--- src/rtl/conv_pwr_pkg.sv ---
package conv_pwr_pkg;
  typedef enum logic [1:0] {
    PM_ACTIVE = 2'b00,
    PM_NAP    = 2'b01,
    PM_SLEEP  = 2'b10,
    PM_SHUT   = 2'b11
  } pm_state_e;
endpackage

--- src/rtl/conv_pwr_sync.sv ---
module conv_pwr_sync #(
  parameter int unsigned WIDTH = 3,
  parameter int unsigned STAGES = 2,
  parameter logic [WIDTH-1:0] RST_VAL = '0
) (
  input  logic             clk_i,
  input  logic             rst_ni,
  input  logic [WIDTH-1:0] d_i,
  output logic [WIDTH-1:0] q_o
);
  logic [STAGES-1:0][WIDTH-1:0] chain_q;

  always_ff @(posedge clk_i or negedge rst_ni) begin
    if (!rst_ni) begin
      chain_q <= {STAGES{RST_VAL}};
    end else begin
      chain_q[0] <= d_i;
      for (int i = 1; i < STAGES; i++) chain_q[i] <= chain_q[i-1];
    end
  end

  assign q_o = chain_q[STAGES-1];
endmodule

--- src/rtl/conv_pwr_pulse_cnt.sv ---
module conv_pwr_pulse_cnt #(
  parameter int unsigned MAX_CNT = 4,
  localparam int unsigned CW = $clog2(MAX_CNT + 1)
) (
  input  logic          clk_i,
  input  logic          rst_ni,
  input  logic          clr_i,
  input  logic          pulse_i,
  output logic [CW-1:0] cnt_o
);
  logic [CW-1:0] cnt_q, cnt_d;
  logic          cnt_en;

  always_comb begin
    cnt_en = clr_i || (pulse_i && (cnt_q != CW'(MAX_CNT)));
    cnt_d  = clr_i ? '0 : cnt_q + 1'b1;
  end

  always_ff @(posedge clk_i or negedge rst_ni) begin
    if (!rst_ni)     cnt_q <= '0;
    else if (cnt_en) cnt_q <= cnt_d;
  end

  assign cnt_o = cnt_q;
endmodule

--- src/rtl/conv_pwr_settle.sv ---
module conv_pwr_settle #(
  parameter int unsigned SETTLE_CYC = 300000,
  localparam int unsigned CW = $clog2(SETTLE_CYC + 1)
) (
  input  logic clk_i,
  input  logic rst_ni,
  input  logic pwr_en_i,
  output logic rdy_o
);
  logic [CW-1:0] cnt_q, cnt_d;
  logic          rdy_q, rdy_d;
  logic          cnt_en;

  always_comb begin
    cnt_en = !pwr_en_i || !rdy_q;
    cnt_d  = pwr_en_i ? cnt_q + 1'b1 : '0;
    rdy_d  = pwr_en_i && (rdy_q || (cnt_q == CW'(SETTLE_CYC - 1)));
  end

  always_ff @(posedge clk_i or negedge rst_ni) begin
    if (!rst_ni) begin
      cnt_q <= '0;
      rdy_q <= 1'b0;
    end else begin
      if (cnt_en) cnt_q <= cnt_d;
      rdy_q <= rdy_d;
    end
  end

  assign rdy_o = rdy_q && pwr_en_i;
endmodule

--- src/rtl/conv_pwr_decoder.sv ---
module conv_pwr_decoder #(
  parameter int unsigned SYNC_STAGES    = 2,
  parameter int unsigned NAP_PULSES     = 2,
  parameter int unsigned SLEEP_PULSES   = 4,
  parameter int unsigned REF_SETTLE_CYC = 300000,
  localparam int unsigned CW = $clog2(SLEEP_PULSES + 1)
) (
  input  logic       clk_i,
  input  logic       rst_ni,
  input  logic       sclk_i,
  input  logic       conv_i,
  input  logic       sd_n_i,
  output logic [1:0] state_o,
  output logic       cmp_en_o,
  output logic       ref_en_o,
  output logic       ref_rdy_o
);
  import conv_pwr_pkg::*;

  logic [1:0] rst_sync_q;
  logic       rst_n_s;

  always_ff @(posedge clk_i or negedge rst_ni) begin
    if (!rst_ni) rst_sync_q <= 2'b00;
    else         rst_sync_q <= {rst_sync_q[0], 1'b1};
  end
  assign rst_n_s = rst_sync_q[1];

  logic [2:0] in_s;
  logic       sclk_s, conv_s, sd_s;

  conv_pwr_sync #(.WIDTH(3), .STAGES(SYNC_STAGES), .RST_VAL(3'b100)) u_sync (
    .clk_i (clk_i),
    .rst_ni(rst_n_s),
    .d_i   ({sd_n_i, conv_i, sclk_i}),
    .q_o   (in_s)
  );
  assign {sd_s, conv_s, sclk_s} = in_s;

  logic sclk_d, conv_d;
  always_ff @(posedge clk_i or negedge rst_n_s) begin
    if (!rst_n_s) begin
      sclk_d <= 1'b0;
      conv_d <= 1'b0;
    end else begin
      sclk_d <= sclk_s;
      conv_d <= conv_s;
    end
  end

  logic sclk_rise, conv_fall;
  assign sclk_rise = sclk_s && !sclk_d;
  assign conv_fall = conv_d && !conv_s && !sclk_s;

  logic [CW-1:0] pulse_cnt;
  conv_pwr_pulse_cnt #(.MAX_CNT(SLEEP_PULSES)) u_cnt (
    .clk_i  (clk_i),
    .rst_ni (rst_n_s),
    .clr_i  (sclk_s || !sd_s),
    .pulse_i(conv_fall),
    .cnt_o  (pulse_cnt)
  );

  pm_state_e state_q, state_d;

  always_comb begin
    state_d = state_q;
    if (!sd_s) begin
      state_d = PM_SHUT;
    end else begin
      unique case (state_q)
        PM_SHUT:   state_d = PM_ACTIVE;
        PM_ACTIVE: if (!sclk_s) begin
                     if (pulse_cnt >= CW'(SLEEP_PULSES))    state_d = PM_SLEEP;
                     else if (pulse_cnt >= CW'(NAP_PULSES)) state_d = PM_NAP;
                   end
        PM_NAP:    if (sclk_rise) state_d = PM_ACTIVE;
                   else if (pulse_cnt >= CW'(SLEEP_PULSES)) state_d = PM_SLEEP;
        PM_SLEEP:  if (sclk_rise) state_d = PM_ACTIVE;
        default:   state_d = PM_ACTIVE;
      endcase
    end
  end

  always_ff @(posedge clk_i or negedge rst_n_s) begin
    if (!rst_n_s) state_q <= PM_ACTIVE;
    else          state_q <= state_d;
  end

  logic cmp_en, ref_en;
  assign cmp_en = (state_q == PM_ACTIVE);
  assign ref_en = (state_q == PM_ACTIVE) || (state_q == PM_NAP);

  conv_pwr_settle #(.SETTLE_CYC(REF_SETTLE_CYC)) u_settle (
    .clk_i   (clk_i),
    .rst_ni  (rst_n_s),
    .pwr_en_i(ref_en),
    .rdy_o   (ref_rdy_o)
  );

  assign state_o  = state_q;
  assign cmp_en_o = cmp_en;
  assign ref_en_o = ref_en;
endmodule

--- config.mk ---
export PLATFORM = sky130hd
export DESIGN_NAME = conv_pwr_decoder
export DESIGN_NICKNAME = d
export VERILOG_FILES = /design/src/rtl/conv_pwr_pkg.sv /design/src/rtl/conv_pwr_sync.sv /design/src/rtl/conv_pwr_pulse_cnt.sv /design/src/rtl/conv_pwr_settle.sv /design/src/rtl/conv_pwr_decoder.sv
export SDC_FILE = /design/constraint.sdc
export NUM_CORES = 1
export LEC_CHECK = 0
export ABC_AREA = 1
export BUFFER_PORTS_ARGS = -buffer_cell sky130_fd_sc_hd__buf_4
export CAP_MARGIN = 20
export CORE_MARGIN = 4
export CORE_UTILIZATION = 48
export CTS_CLUSTER_DIAMETER = 60
export DETAILED_ROUTE_END_ITERATION = 12
export GPL_ROUTABILITY_DRIVEN = 0
export HOLD_SLACK_MARGIN = 0.1
export PLACE_DENSITY = 0.65
export REMOVE_ABC_BUFFERS = 1
export SYNTH_ARGS = -nofsm -noshare
export SYNTH_HDL_FRONTEND = slang
export SYNTH_SLANG_ARGS = --single-unit
--- constraint.sdc ---
create_clock -name clk_i -period 1.1 [get_ports clk_i]
set_input_delay 0.22 -clock clk_i [delete_from_list [all_inputs] [get_ports clk_i]]
set_output_delay 0.22 -clock clk_i [all_outputs]
set_load 0.005 [all_outputs]
# == Word-level counts from Yosys, hierarchy flattened ==
# Cells that the tools add are included.
# op_classes
muxes,10
reduce_logical,19
n_addsub,2
eq_ne,9
n_lt_le_gt_ge,2
# ops
op,n
$add 19x1->19 const B,1
$eq 19x19->1 const B,1
$mux 19,1
$mux 2,7
$ne 3x3->1 const B,3
$ne 4x4->1 const B,2
$pmux 2 s4,1
$logic_and 1x1->1,6
$logic_not 1->1,6
$logic_or 1x1->1,5
$eq 2x2->1 const B,2
$reduce_and 4->1,1
$add 3x1->3 const B,1
$ge 3x2->1 const B,1
$ge 3x3->1 const B,1
$mux 3,1
$eq 2x1->1 const B,1
$logic_not 2->1,1
# totals
word_cells,51
out_inout_bits,5
input_bits,5
reg_bits,35

# == Logic depth before layout (Yosys ltp) ==
# Gate-level depths: netlist (run 1).
# logic_depth
word_depth,6
ltp_mapped,8
ltp_nobuf,8

# == By module ==
# From an unflattened synthesis (run 1), not the netlist that was laid out.
# hier_totals
cells_unflattened,235
hier_area_um2,1845.5
# modules_own_cells
module,n_inst,cells_each,seq_area_each_um2,area_each_um2
conv_pwr_settle,1,165,500.5,1193.6
conv_pwr_decoder,1,36,150.1,287.8
conv_pwr_pulse_cnt,1,25,75.1,188.9
conv_pwr_sync,1,9,152.6,175.2

# == Least setup slack after synthesis (run 1) ==
# No wires, ideal clock.
# synth_path
path_type,reg2reg
from,reg u_settle.cnt_q[1]
to,reg u_settle.cnt_q[14]
arrival_time_ps,1149
slack_ps,-166
setup_ps,117
period_less_slack_ps,1266
required_time_ps,983
path_buffers,0
stages_incl_launch_ff,9
path_cell_list,dfrtp_1 > ha_1 > nand3_1 > nor2_4 > nand2_4 > nor2_2 > nand2_1 > nand2_1 > nor2_1
# synth_between
elab_chain_cells,2
# synth_rtl
element,line_no,rtl
from (decl),conv_pwr_settle.sv:10,"logic [CW-1:0] cnt_q, cnt_d;"
from (signal assigned),conv_pwr_settle.sv:25,if (cnt_en) cnt_q <= cnt_d;
$add 19x1->19,conv_pwr_settle.sv:16,cnt_d = pwr_en_i ? cnt_q + 1'b1 : '0;
$mux 19,conv_pwr_settle.sv:16,
# No other way between the ends.
# A chain may end at the register's enable or synchronous reset.

# == Worst setup path after layout (run 1) ==
# layout_path
from,reg state_q[1] (netlist: state_o[1])
to,out ref_rdy_o
# layout_between
elab_chain_cells,3
elab_cells_between_ends,4
classes_between,eq/ne: 1; reduce/logical: 3
# layout_rtl
element,line_no,rtl
from (decl),conv_pwr_decoder.sv:64,"pm_state_e state_q, state_d;"
from (signal assigned),conv_pwr_decoder.sv:87,else state_q <= state_d;
$eq 2x1->1 or $logic_not 2->1 (tied branches),conv_pwr_decoder.sv:92,assign ref_en = (state_q == PM_ACTIVE) || (state_q == PM_NAP);
$logic_or 1x1->1 (*),conv_pwr_decoder.sv:92,
$logic_and 1x1->1 (*),conv_pwr_settle.sv:30,assign rdy_o = rdy_q && pwr_en_i;
to (decl),conv_pwr_decoder.sv:16,output logic ref_rdy_o
# Mark *: on every way between the ends. The rest lies on a longest branch, timed or not.

==> impl_metrics.tcl, run 1 <==
set metrics [dict create \
    status "finished, violations left" \
    violations "setup timing" \
    syn-cell-area_mm2 0.001740 \
    ant_nets 0 \
    crit_family "flip-flops" \
    maxSlewViolCount 0 \
    met1_usage_pct 28.26 \
    avgViaCountPerCell 5.430 \
    cts_tree "yes" \
    p_total_mw 4.677 \
    synth_cells 215 \
    nNetsFinal 291 \
    yosysTopAreaCell "dfrtp_1" \
    cap_violations 0 \
    cts.sinks 35 \
    hpwl_um 2862 \
    setup-violations-final 26 \
    max_stage_delay_ns 0.45 \
    clkTransAtPathRegs_ns 0.13 \
    use_met3_pct 5.419 \
    final_cell_mix "nand2_1 (39), buf_4 (36), dfrtp_1 (29)" \
    row_count 21 \
    routed-via-count 1792 \
    drt_iter0_markers 172 \
    fin_skew_ns 0.01451 \
    diodes 0 \
    layout_min_cycle_time_ns 1.449 \
    track_usage_pct 23.72 \
    utilization_pct 80.55 \
    cp-end-kind "output port" \
    start_util_pct 50.95 \
    postLayoutSetupSlackWorst_ns -0.3489 \
    htree_levels 2 \
    die_y_um 68.22 \
    hold_viol_final 0 \
    clock_path_buffers 2 \
    wire_per_inst_um 16.15 \
    fin_crit_sh_pct 131.7 \
    power_leakage_nw 1.271 \
    area_growth_pct 58.09 \
    grt_max_degree 24 \
    crit_slowest_cell "dfrtp_2" \
    gr-usage-met2_pct 40.07 \
    place_area_mm2 0.002043 \
    fin_tns_setup_ns -5.340 \
    synth_warnings 0 \
    design.die.area_mm2 0.004653 \
    die_x_um 68.22 \
    grt_remaining_overflow 0 \
    grt_antenna_before_repair 0 \
    hold_class "input pin to async pin" \
    core-area_mm2 0.003416 \
    yosysSeqAreaShare_pct 50.47 \
    crit_chain "buf_6 > nor2_4 > buf_6 > buf_6" \
    critPathLaunchType "flop" \
    clk_latency_ns 0.36 \
    crit_fanout 3 \
    drive_gt1_share_pct 48.94 \
    wl_um 5329 \
    drc 0 \
    syn_area_per_cell_um2 8.095 \
    stdcell_area_mm2 0.002751 \
    path_buf_inv 3 \
    portBuffers 9 \
    arrival_ns 1.23 \
    ir_worst_vdd_mv 1.055 \
    rsz0062_at_grt "yes" \
    whs_ns 0.1682 \
    grt_pass1_vias 1805 \
    dr.pass1.iters 4 \
    p_per_area_mw_per_mm2 1700 \
    ys_ff_latch 35 \
    synth_top_cell_area_share_pct 47.45 \
    num_io_pins 10 \
    cpMostUsedCell "buf_6" \
    synth_area_leaders "dfrtp_1 (47%), nand2_1 (10%), nand3_1 (5.8%)" \
    max_freq_mhz 690.2 \
    ys_types 25 \
    root_buffer "clkbuf_4" \
    grt_pass1_wl_um 7948 \
    grt.busiest_layer "met2" \
    multiInputGateArea_mm2 0.001007 \
    seqCellArea_um2 883.3 \
    worstSetupPathType "flop to output port" \
    final_common_cell "nand2_1" \
    cts_made_buffers 5 \
    num-fill-cells 202 \
    required_ns 0.88 \
]
-- layout make-up --
class	instances	share of cell area (%)
timing repair buffer	63	21.87
tap	46	2.092
clock buffer	5	1.364
inverter	29	4.229
multi-input combinational	149	36.61
clock inverter	3	1.728
sequential	35	32.11
-- path summary, 6_finish.rpt --
kind / from / endpoint / slack (ns) / cells past startpoint
setup / recovery: state_o[1] / ref_rdy_o / -0.35 / 4
hold / removal: rst_ni / rst_sync_q[1] / 0.17 / 2
setup reg to reg: state_o[1] / state_o[1] / -0.32 / 9
hold reg to reg: rst_sync_q[1] / u_cnt.cnt_o[2] / 0.18 / 1
max in group asynchronous: rst_sync_q[1] / u_settle.cnt_q[2] / 0.58 / 1
min in group clk_i: u_sync.chain_q[2] / u_sync.q_o[2] / 0.36 / 0
-- sequential cells by signal (all words and copies together) (netlist names) --
| name | count |
|---|---|
| conv_d | 1 |
| rst_sync_q | 2 |
| sclk_d | 1 |
| state_o | 2 |
| u_cnt.cnt_o | 3 |
| u_settle.cnt_q | 19 |
| u_settle.rdy_q | 1 |
| u_sync.chain_q | 3 |
| u_sync.q_o | 3 |
-- power breakdown --
group,internal (mW),leakage [nW],switching [mW],total (mW)
logic,1.20,0.775,0.969,2.17
clock network,0.489,0.0458,0.490,0.980
registers,1.40,0.450,0.130,1.53
total,3.09,1.27,1.59,4.68
-- stage by stage --
step           setup WS (ns)  cells
2_1_floorplan        -0.2036    213
3_5_place_dp         -0.2822    293
5_1_grt              -0.3956    330
4_1_cts              -0.2668    320
3_3_place_gp         -0.1893    293
6_report             -0.3489    330
-- what timing repair did --
item / CTS / global route
cloned: 1 / 0
gates resized for setup: 58 / 49
setup buffers: 15 / 13
pin swaps: 22 / 25
endpoints found under the hold margin: 5 / 0
endpoints found under the setup margin: 29 / 30
hold buffers: 4 / 0
-- synthesized netlist by cell type --
master / number
inv_2: 3
ha_1: 3
and3_1: 1
o21ai_0: 9
nor2_1: 24
nor2_4: 4
xor2_1: 1
nor3_1: 5
nand2_1: 48
o21ai_1: 3
dfstp_2: 2
a21oi_1: 10
nand3b_1: 1
nor4b_1: 1
nor2_2: 4
nand2_2: 4
conb_1: 1
nand3_1: 20
nand4_1: 6
dfrtp_1: 33
and2_1: 1
inv_1: 26
nand2_4: 1
o211ai_1: 2
buf_2: 2
-- cells by family (layout without fill, tap and decap cells) --
logic type	after synthesis	count (layout)	share of synthesized area, %
AOI/OAI and AO/OA	24	24	7.188
xor gates and xnor gates	1	1	0.5033
adders and majority gates	3	3	2.157
buffers and inverters	31	100	6.829
DFF	35	35	50.47
other	1	1	0.2155
and+or+nand+nor	120	120	32.64
-- metal layers --
layer | vias to the layer above | wire length (µm)
li1 | 824 | -
met1 | 893 | 2171
met2 | 54 | 2709
met3 | 21 | 228
met4 | 0 | 219
met5 | - | 0
No activity file was read; power rests on OpenSTA's default activity.
==> run 2, diff against run 1 <==
--- a/config.mk
+++ b/config.mk
@@ -8,13 +8,15 @@
 export ABC_AREA = 1
 export BUFFER_PORTS_ARGS = -buffer_cell sky130_fd_sc_hd__buf_4
 export CAP_MARGIN = 20
-export CORE_MARGIN = 4
-export CORE_UTILIZATION = 48
+export CELL_PAD_IN_SITES_DETAIL_PLACEMENT = 1
+export CELL_PAD_IN_SITES_GLOBAL_PLACEMENT = 1
+export CORE_MARGIN = 1
+export CORE_UTILIZATION = 45
 export CTS_CLUSTER_DIAMETER = 60
 export DETAILED_ROUTE_END_ITERATION = 12
 export GPL_ROUTABILITY_DRIVEN = 0
 export HOLD_SLACK_MARGIN = 0.1
-export PLACE_DENSITY = 0.65
+export PLACE_DENSITY_LB_ADDON = 0.1
 export REMOVE_ABC_BUFFERS = 1
 export SYNTH_ARGS = -nofsm -noshare
 export SYNTH_HDL_FRONTEND = slang
==> run 2 against run 1 <==
The run now fails in 5_1_grt; area after synthesis unchanged; synthesized cell count did not move.
==> impl_metrics.tcl, run 2 <==
set metrics [dict create \
    status "stopped before the end" \
    failing_step "5_1_grt" \
    first-error "[ERROR DPL-0033] detailed placement checks failed during check placement." \
    num_io_pins 10 \
    yosysSeqAreaShare_pct 50.47 \
    synth_top_cell_area_share_pct 47.45 \
    cts_made_buffers 5 \
    yosys_most_used_dff "dfrtp_1" \
    grt_worst_setup_endpoint "u_settle.cnt_q[16]$_DFFE_PN0N_/D" \
    hpwl_um 3631 \
    ys_types 25 \
    htree_levels 2 \
    cts.sinks 35 \
    die_y_um 64.19 \
    yosysTopAreaCell "dfrtp_1" \
    portBuffers 9 \
    synth-edff-count 0 \
    synth_area_leaders "dfrtp_1 (47%), nand2_1 (10%), nand3_1 (5.8%)" \
    start_util_pct 47.18 \
    row_count 22 \
    synth_warnings 0 \
    root_buffer "clkbuf_8" \
    synth_cells 215 \
    synth_most_common_cell "nand2_1" \
    ys_ff_latch 35 \
    die_x_um 64.19 \
    worst-ep-kind "register input" \
    grt_max_degree 34 \
    synth_top_cells_by_count "nand2_1 (48), dfrtp_1 (33), inv_1 (26), nor2_1 (24), nand3_1 (20)" \
    syn-cell-area_mm2 0.001740 \
    syn_area_per_cell_um2 8.095 \
    clock_path_buffers 2 \
    grt_antenna_before_repair 0 \
    place_ws_ns -0.3390 \
    async_flop_share_pct 100.0 \
]
## run 2: per-stage QoR
stage | area, µm² | util, % | cells
after CTS | 2530 | 68.59 | 331
after detailed placement | 2088 | 56.61 | 299
after global placement | 2088 | 56.61 | 299
after floorplan | 1730 | - | 213
## run 2: timing repair
item / 4_1_cts
pin swaps: 18
endpoints found under the hold margin: 5
buffers inserted: 20
endpoints found under the setup margin: 28
gates resized for setup: 48
hold buffers: 4
## run 2: kinds of logic after synthesis
family	share of synthesized area, %
adders and majority gates	2.157
buffers and inverters	6.829
other	0.2155
xor gates and xnor gates	0.5033
AOI/OAI and AO/OA	7.188
DFF	50.47
and+or+nand+nor	32.64
==> run 3, diff against run 2 <==
--- a/config.mk
+++ b/config.mk
@@ -8,15 +8,11 @@
 export ABC_AREA = 1
 export BUFFER_PORTS_ARGS = -buffer_cell sky130_fd_sc_hd__buf_4
 export CAP_MARGIN = 20
-export CELL_PAD_IN_SITES_DETAIL_PLACEMENT = 1
-export CELL_PAD_IN_SITES_GLOBAL_PLACEMENT = 1
 export CORE_MARGIN = 1
-export CORE_UTILIZATION = 45
-export CTS_CLUSTER_DIAMETER = 60
+export CORE_UTILIZATION = 33
 export DETAILED_ROUTE_END_ITERATION = 12
 export GPL_ROUTABILITY_DRIVEN = 0
-export HOLD_SLACK_MARGIN = 0.1
-export PLACE_DENSITY_LB_ADDON = 0.1
+export PLACE_DENSITY_LB_ADDON = 0.15
 export REMOVE_ABC_BUFFERS = 1
 export SYNTH_ARGS = -nofsm -noshare
 export SYNTH_HDL_FRONTEND = slang
==> run 3 against run 2 <==
The flow now finishes, with violations (setup timing).
==> impl_metrics.tcl, run 3 (synthesis gave the netlist of run 1 again) <==
set metrics [dict create \
    p_total_mw 4.021 \
    cts_made_buffers 5 \
    final_cell_mix "nand2_1 (40), dfrtp_1 (29), buf_4 (28)" \
    wl_met1_um 2118 \
    endpoint "cmp_en_o" \
    cpMostUsedCell "inv_4" \
    htree_levels 2 \
    hpwl_um 2771 \
    wl_met3_um 70 \
    p_per_area_mw_per_mm2 1560 \
    track_usage_pct 16.54 \
    worstReg2RegEnd "u_settle.cnt_q[16]" \
    max_freq_mhz 768.1 \
    diodes 0 \
    power_leakage_nw 1.178 \
    grt_pass1_vias 1500 \
    num_io_pins 10 \
    drc 0 \
    rr_worst_depth 8 \
    postLayoutSetupSlackWorst_ns -0.2019 \
    final_common_cell "nand2_1" \
    worstSetupPathType "flop to output port" \
    rsz0062_at_grt "yes" \
    required_ns 0.88 \
    clock_path_buffers 2 \
    start_util_pct 34.08 \
    avgViaCountPerCell 4.624 \
    layout_min_cycle_time_ns 1.302 \
    routed-via-count 1572 \
    met2WireLength_um 1929 \
    fin_crit_sh_pct 118.4 \
    cts_tree "yes" \
    crit_chain "inv_4 > nand2_4 > inv_4 > buf_6" \
    holdPathStages 1 \
    fin_skew_ns 0.005480 \
    nNetsFinal 277 \
    top_register "u_settle.cnt_q" \
    clkTransAtPathRegs_ns 0.08 \
    design.die.area_mm2 0.005568 \
    max_stage_delay_ns 0.47 \
    num-fill-cells 506 \
    violations "setup timing" \
    crit_slowest_cell "dfrtp_2" \
    cap_violations 0 \
    hold_viol_final 0 \
    root_buffer "clkbuf_8" \
    portBuffers 9 \
    cp-end-kind "output port" \
    die_y_um 74.62 \
    ir_worst_vdd_mv 0.6576 \
    drive_gt1_share_pct 42.59 \
    path_buf_inv 3 \
    clk_latency_ns 0.29 \
    maxUsedRoutingLayer "met4" \
    setup-violations-final 24 \
    core-area_mm2 0.005107 \
    drt_iter0_markers 55 \
    hold_class "input pin to flop" \
    crit_family "flip-flops" \
    status "finished, violations left" \
    r2r_start "u_settle.cnt_q[0]" \
    area_growth_pct 48.09 \
    crit_fanout 4 \
    die_x_um 74.62 \
    row_count 26 \
    grt_remaining_overflow 0 \
    largest_reg_flops 19 \
    maxSlewViolCount 0 \
    wl_um 4179 \
    grt_antenna_before_repair 0 \
    cp-startpoint "state_o[1]" \
    critPathLaunchType "flop" \
    ant_nets 0 \
    arrival_ns 1.08 \
    r2r_setup_slack_ns -0.20 \
    wire_per_inst_um 12.29 \
    fin_tns_setup_ns -3.367 \
    dr.pass1.iters 4 \
    grt_pass1_wl_um 6886 \
    whs_ns 0.03434 \
    grt_max_degree 34 \
    cts.sinks 35 \
    crit_cells 4 \
    place_ws_ns -0.2391 \
]
-- run 3: final cells by class --
type                       count  area, µm²  area share (%)
multi-input combinational    149      949.7           36.84
timing repair buffer          49      454.2           17.62
inverter                      29      113.9           4.417
clock buffer                   5      68.82           2.670
tap                           70      87.58           3.398
sequential                    35      883.3           34.27
clock inverter                 3      20.02          0.7767
-- run 3: how the worst min path moves through the flow --
stage / from / to
after floorplan: rst_ni / rst_sync_q[0]
after detailed placement: rst_ni / rst_sync_q[1]
after global placement: rst_ni / rst_sync_q[1]
after global routing: sclk_i / u_sync.chain_q[0]
final: sclk_i / u_sync.chain_q[0]
after CTS: sclk_i / u_sync.chain_q[0]
-- run 3: stage by stage --
| step | instance area [µm²] | utilization (%) | cells |
|---|---|---|---|
| after global routing | 2577 | 50.47 | 340 |
| final | 2577 | 50.47 | 340 |
| after global placement | 2108 | 41.28 | 320 |
| after detailed placement | 2108 | 41.28 | 320 |
| after CTS | 2389 | 46.77 | 335 |
| after floorplan | 1730 | - | 213 |
-- run 3: what timing repair did --
action | CTS | global route
hold buffers | 1 | 0
endpoints found under the setup margin | 27 | 30
resized for setup | 40 | 42
endpoints found under the hold margin | 2 | 0
setup buffers | 6 | 5
cloned | 0 | 0
pin swaps | 13 | 17
-- run 3: metal layers --
layer  GRT usage, %  vias to the layer above
li1               -                      797
met1          23.96                      756
met2          24.42                       14
met3          2.811                        5
met4          6.918                        0
met5              0                        -
-- run 3: worst register-to-register path: cells and delay by family, from the launching register on --
family	cells	cell delay (ns)
AND/OR/NAND/NOR	7	0.60
adder cells (fa/ha/maj)	1	0.18
flip-flops	1	0.42
-- run 3: power breakdown --
part | leakage [nW] | switching [mW] | total, mW | internal, mW
registers | 0.449 | 0.137 | 1.54 | 1.40
logic | 0.689 | 0.721 | 1.54 | 0.816
clock network | 0.0402 | 0.505 | 0.945 | 0.441
